[src/rtl/tmr_flag_pkg.sv]
package tmr_flag_pkg;

    // Bit position of the optional third flag.
    localparam int FLAG_C_POS = 2;

    typedef enum logic {
        GR_COMPARE = 1'b0,
        GR_CAPTURE = 1'b1
    } gr_mode_e;

    // Events that reach a single flag in one cycle.
    typedef struct packed {
        logic set_ev;
        logic clr_sw;
        logic clr_xfer;
    } flag_evt_t;

    // Whether flag idx is implemented on a channel variant.
    function automatic bit flag_present(int idx, bit has_c);
        return !(idx == FLAG_C_POS && !has_c);
    endfunction

    // Next-state rule for a sticky flag: set dominates clear.
    function automatic logic flag_next(logic cur, flag_evt_t ev);
        if (ev.set_ev)
            return 1'b1;
        else if (ev.clr_sw || ev.clr_xfer)
            return 1'b0;
        else
            return cur;
    endfunction

endpackage

[src/rtl/tmr_gr_bank.sv]
module tmr_gr_bank
    import tmr_flag_pkg::*;
#(
    parameter int CNT_W  = 16,
    parameter int NUM_GR = 3,
    parameter int SEL_W  = (NUM_GR > 1) ? $clog2(NUM_GR) : 1
) (
    input  logic                      clk,
    input  logic                      rst,
    input  logic [CNT_W-1:0]          cnt_val,
    input  logic [NUM_GR-1:0]         ic_mode,
    input  logic [NUM_GR-1:0]         cap_stb,
    input  logic                      gr_we,
    input  logic [SEL_W-1:0]          gr_sel,
    input  logic [CNT_W-1:0]          gr_wdata,
    output logic [NUM_GR*CNT_W-1:0]   gr_q,
    output logic [NUM_GR-1:0]         cap_hit,
    output logic [NUM_GR-1:0]         cmp_hit
);

    for (genvar i = 0; i < NUM_GR; i++) begin : g_reg
        logic [CNT_W-1:0] gr_r;
        gr_mode_e         mode;

        assign mode = gr_mode_e'(ic_mode[i]);
        assign cap_hit[i] = (mode == GR_CAPTURE) && cap_stb[i];
        assign cmp_hit[i] = (mode == GR_COMPARE) && (cnt_val == gr_r);

        // A capture has priority over a software load of the same register.
        always_ff @(posedge clk) begin
            if (rst)
                gr_r <= '0;
            else if (cap_hit[i])
                gr_r <= cnt_val;
            else if (gr_we && (gr_sel == SEL_W'(i)))
                gr_r <= gr_wdata;
        end

        assign gr_q[i*CNT_W +: CNT_W] = gr_r;


        cap_load_chk: assert property (@(posedge clk) disable iff (rst)
            (ic_mode[i] && cap_stb[i]) |=> (gr_q[i*CNT_W +: CNT_W] == $past(cnt_val)));
    end

endmodule

[src/rtl/tmr_rd_qual.sv]
module tmr_rd_qual
    import tmr_flag_pkg::*;
#(
    parameter int NUM_GR = 3
) (
    input  logic              clk,
    input  logic              rst,
    input  logic              sr_rd,
    input  logic              sr_wr,
    input  logic [NUM_GR-1:0] sr_wdata,
    input  logic [NUM_GR-1:0] flags,
    output logic [NUM_GR-1:0] clr_sw
);

    logic [NUM_GR-1:0] armed_q;

    // A read records which flags it returned as 1. A write uses them up.
    always_ff @(posedge clk) begin
        if (rst)
            armed_q <= '0;
        else if (sr_wr)
            armed_q <= '0;
        else if (sr_rd)
            armed_q <= flags;
    end

    for (genvar i = 0; i < NUM_GR; i++) begin : g_clr
        assign clr_sw[i] = sr_wr && !sr_wdata[i] && armed_q[i];
    end


    qual_consume_chk: assert property (@(posedge clk) disable iff (rst)
        sr_wr |=> (armed_q == '0));

endmodule

[src/rtl/tmr_flag_cell.sv]
module tmr_flag_cell
    import tmr_flag_pkg::*;
#(
    parameter bit PRESENT = 1'b1
) (
    input  logic      clk,
    input  logic      rst,
    input  flag_evt_t evt,
    output logic      flag_q
);

    always_ff @(posedge clk) begin
        if (rst || !PRESENT)
            flag_q <= 1'b0;
        else
            flag_q <= flag_next(flag_q, evt);
    end

    if (PRESENT) begin : g_chk

        set_wins_chk: assert property (@(posedge clk) disable iff (rst)
            evt.set_ev |=> flag_q);


        hold_chk: assert property (@(posedge clk) disable iff (rst)
            (flag_q && !evt.clr_sw && !evt.clr_xfer) |=> flag_q);


        no_spurious_set_chk: assert property (@(posedge clk) disable iff (rst)
            (!flag_q && !evt.set_ev) |=> !flag_q);
    end

endmodule

[src/rtl/tmr_cc_flags.sv]
module tmr_cc_flags
    import tmr_flag_pkg::*;
#(
    parameter int CNT_W      = 16,
    parameter int NUM_GR     = 3,
    parameter bit HAS_FLAG_C = 1'b1,
    parameter int SEL_W      = (NUM_GR > 1) ? $clog2(NUM_GR) : 1
) (
    input  logic                    clk,
    input  logic                    rst,
    input  logic [CNT_W-1:0]        cnt_val,
    input  logic [NUM_GR-1:0]       ic_mode,
    input  logic [NUM_GR-1:0]       cap_stb,
    input  logic                    gr_we,
    input  logic [SEL_W-1:0]        gr_sel,
    input  logic [CNT_W-1:0]        gr_wdata,
    output logic [NUM_GR*CNT_W-1:0] gr_q,
    input  logic                    sr_rd,
    input  logic                    sr_wr,
    input  logic [NUM_GR-1:0]       sr_wdata,
    output logic [NUM_GR-1:0]       sr_rdata,
    input  logic [NUM_GR-1:0]       xfer_ack,
    input  logic                    xfer_keep,
    input  logic [NUM_GR-1:0]       irq_en,
    output logic [NUM_GR-1:0]       irq
);

    logic [NUM_GR-1:0] cap_hit;
    logic [NUM_GR-1:0] cmp_hit;
    logic [NUM_GR-1:0] clr_sw;
    logic [NUM_GR-1:0] flags;

    tmr_gr_bank #(
        .CNT_W (CNT_W),
        .NUM_GR(NUM_GR),
        .SEL_W (SEL_W)
    ) gr_bank_i (
        .clk     (clk),
        .rst     (rst),
        .cnt_val (cnt_val),
        .ic_mode (ic_mode),
        .cap_stb (cap_stb),
        .gr_we   (gr_we),
        .gr_sel  (gr_sel),
        .gr_wdata(gr_wdata),
        .gr_q    (gr_q),
        .cap_hit (cap_hit),
        .cmp_hit (cmp_hit)
    );

    tmr_rd_qual #(
        .NUM_GR(NUM_GR)
    ) rd_qual_i (
        .clk     (clk),
        .rst     (rst),
        .sr_rd   (sr_rd),
        .sr_wr   (sr_wr),
        .sr_wdata(sr_wdata),
        .flags   (flags),
        .clr_sw  (clr_sw)
    );

    for (genvar i = 0; i < NUM_GR; i++) begin : g_flag
        localparam bit PRES = flag_present(i, HAS_FLAG_C);
        flag_evt_t evt;

        assign evt.set_ev   = cap_hit[i] || cmp_hit[i];
        assign evt.clr_sw   = clr_sw[i];
        assign evt.clr_xfer = xfer_ack[i] && !xfer_keep;

        tmr_flag_cell #(
            .PRESENT(PRES)
        ) cell_i (
            .clk   (clk),
            .rst   (rst),
            .evt   (evt),
            .flag_q(flags[i])
        );

        if (PRES) begin : g_chk

            cmp_flag_chk: assert property (@(posedge clk) disable iff (rst)
                (!ic_mode[i] && (cnt_val == gr_q[i*CNT_W +: CNT_W])) |=> flags[i]);


            keep_hold_chk: assert property (@(posedge clk) disable iff (rst)
                (flags[i] && xfer_ack[i] && xfer_keep && !sr_wr) |=> flags[i]);
        end
    end

    assign sr_rdata = flags;
    assign irq      = flags & irq_en;

endmodule

[config.mk]
export PLATFORM = sky130hd
export DESIGN_NAME = tmr_cc_flags
export DESIGN_NICKNAME = d
export VERILOG_FILES = /design/src/rtl/tmr_flag_pkg.sv /design/src/rtl/tmr_gr_bank.sv /design/src/rtl/tmr_rd_qual.sv /design/src/rtl/tmr_flag_cell.sv /design/src/rtl/tmr_cc_flags.sv
export SDC_FILE = /design/constraint.sdc
export NUM_CORES = 1
export LEC_CHECK = 0
export CORE_ASPECT_RATIO = 1.5
export CORE_MARGIN = 1.5
export CORE_UTILIZATION = 45
export DETAILED_ROUTE_END_ITERATION = 12
export HOLD_SLACK_MARGIN = 0.08
export PLACE_DENSITY = 0.76
export REMOVE_ABC_BUFFERS = 1
export SLEW_MARGIN = 20
export SYNTH_ARGS = -nofsm -noshare
export SYNTH_HDL_FRONTEND = slang
export SYNTH_SLANG_ARGS = --single-unit
[constraint.sdc]
create_clock -name clk -period 2.1 [get_ports clk]
set_input_delay 0.525 -clock clk [delete_from_list [all_inputs] [get_ports clk]]
set_output_delay 0.525 -clock clk [all_outputs]
set_load 0.02 [all_outputs]
==> impl_results.md <==
* Initial Util at 0.464
* Max_slew headroom at 0.643
* Area Growth Syn to Fin at 36.0%
* R2R Path End: g_flag[0].cell_i.flag_q
* Routability cong. at 0.864
* Max rail drop VDD at 0.385 mV
* Compound-Gate Fraction of Synth Area at 0.212
* Commonest non-fill, non-tap cell in the layout: clkdlybuf4s50_1
* Hold_ws at 537 ps
* DR pass1 iterations at 5
* Hold Crit Endpoint: rd_qual_i.armed_q[1]
* CP Data Arrival Time at 1420 ps
* Final setup violation count at 0
* Endpoints failing hold at 0
* Largest family of logic cells by synthesized area: simple AND/OR/NAND/NOR gates
* Post-Syn Area per Cell at 8.55 um2
* Post-Synth XOR/XNOR Area at 0.125
* Die Area at 7990 um2
* Nets at 533
* Worst Hold Depth at 2
* Mux contribution to synthesized area at 0.00896
* Status: completed
* Vias in the first global route at 3,400
* Initial antenna violation count at 0
* Fin cells at 579
* DP Area at 4460 um2
* Fmax at 515 MHz
* Syn Inst Count at 392
* Port buffer count at 108
* Count of different cell masters after synthesis at 31
* Number of synthesized flops with an enable pin at 0
* Power Dens Cells at 623 nW/um2
* Clock latency on the worst-skew pair at 310 ps
* PnR worst setup slack at 159 ps
* Die W at 73.5 um
* Num rows at 38
* Vias/cell at 5.87
* First-pass GRT wire length at 16,500 um
* Worst setup SP type: primary input
* Hpwl dp at 7580 um
* Ant diodes at 0
* WL per Instance at 18.2 um
* Synth async-reset ratio at 0
* # IOs at 109
* Adder-Cell Fraction of Synth Area at 0
* Die Y at 109 um
* Reg clk slew, reported paths at 100 ps
* LEAKAGE at 1.65 nW
* Most used DFF post-synth: dfxtp_1
* Max Clock Skew at 3.54 ps
* Simple-gate portion of the synthesized area at 0.240
* CTS tree: done
* Core ar. at 7230 um2
* Setup TNS Final at 0 ps
* WP data required at 1570 ps
* Most frequent cells in the layout: clkdlybuf4s50_1, dfxtp_1, nand3_1, nand2_1, nor2_1
* CTS Root Cell: clkbuf_8
* Total GRT Usage at 0.266
* #FFs+latches synth at 54
* Worst Hold Launch: rd_qual_i.armed_q[1]
* Final period utilization at 0.924
* Largest buffer count on any clock path at 2
* Setup slack on the worst flop-to-flop path at 890 ps
* CTS H-tree depth at 2
* Clock sink total at 54
* FF-to-FF path depth at 4
* Post-Syn Area at 3350 um2
* Post-synthesis sequential area ratio at 0.323
* Largest net degree at the start of global routing at 33
* Cts bufs inserted at 5
* DP Cell Count at 571
* Worst Setup End Kind: primary output
* Final core occ at 0.631
* Worst slew pin tran at 535 ps
* Syn. warnings at 0
* Share of layout cells above drive strength 1 at 0.136
* Finished Cell Area at 4560 um2
* Remaining antenna violation count at 0
* FILL cells at 654
* Unrepaired setup endpoints after global routing: no
* DR iter-0 viols at 257
* Total power at 2.84 mW
* Drt total wl at 10,600 um
* Vias at 3,397
* Post-CTS Hold Fix Bufs at 0
* CP max FO at 1
* Reg2reg start: gr_bank_i.g_reg[0].gr_r[10]
* Fin crit period at 1940 ps
* # DRC at 0
* Final Slew Violations at 0
* Crit Path Class: in -> out
* Dpl ws at -112 ps
* Grt total ovfl at 0
* Max-Cap Viols at 0
* Hold crit path type: reg -> reg
## worst max-delay path by stage
stage,from,endpoint,slack [ps],cells past startpoint
finish,irq_en[2],irq[2],160,3
global route,irq_en[1],irq[1],120,3
CTS,irq_en[2],irq[2],160,3
detailed placement,irq_en[0],irq[0],-110,3
global placement,irq_en[0],irq[0],-100,3
floorplan,gr_sel[0],gr_bank_i.g_reg[2].gr_r[10],420,4
## flip-flops by register name (all words and copies together), names as in the netlist
name,cells
g_flag.cell_i.flag_q,3
gr_bank_i.g.gr_r,48
rd_qual_i.armed_q,3
## Yosys cell counts (3+ instances only)
library cell | n | share of area
buf_6 | 6 | 0.020
buf_2 | 30 | 0.045
xnor2_1 | 33 | 0.086
nand4_1 | 7 | 0.013
nor4_1 | 5 | 0.0093
a311oi_2 | 30 | 0.13
clkbuf_1 | 5 | 0.0056
xor2_1 | 15 | 0.039
nor3_1 | 6 | 0.0090
nand2_1 | 50 | 0.056
buf_4 | 8 | 0.018
nand3_1 | 51 | 0.076
nor2_1 | 48 | 0.054
a311oi_1 | 18 | 0.047
dfxtp_1 | 54 | 0.32
mux2i_1 | 3 | 0.0090
and2_1 | 3 | 0.0056
## cells by family after synthesis
kind of cell | Yosys count
simple gates | 176
compound gates | 59
xor+xnor | 48
mux | 3
buf+inv | 52
flops | 54
## routing by layer
metal,GRT usage,wire [um],vias to the layer above
met5,0,0,-
met4,0.130,317,0
met3,0.0342,599,27
met2,0.493,5690,172
met1,0.288,3950,1645
li1,-,-,1553
## cell type report
class,instances,area [um2],area share
clock inverters,1,30.0,0.00659
inverters,3,11.3,0.00247
multi-input cells,286,1960,0.431
flip-flops and latches,54,1080,0.237
repair buffers,128,1270,0.279
well taps,100,125,0.0274
clock buffers,7,76.3,0.0167
## report_power, final
part	total, mW	leakage [nW]	switching (mW)	internal [mW]
Combinational	0.939	1.15	0.492	0.446
Clock	0.710	0.0524	0.352	0.358
Sequential	1.19	0.447	0.0846	1.11
## what timing repair did
action                     in CTS  in global routing
resized for setup               3                  0
buffers inserted                0                  0
setup endpoints to repair       3                  0
## worst max-delay path: stages
cell and delay, ps:
clkdlybuf4s50_1 450, and2_1 110, dlygate4sd2_1 330
Power figures use the tool's default switching activity.
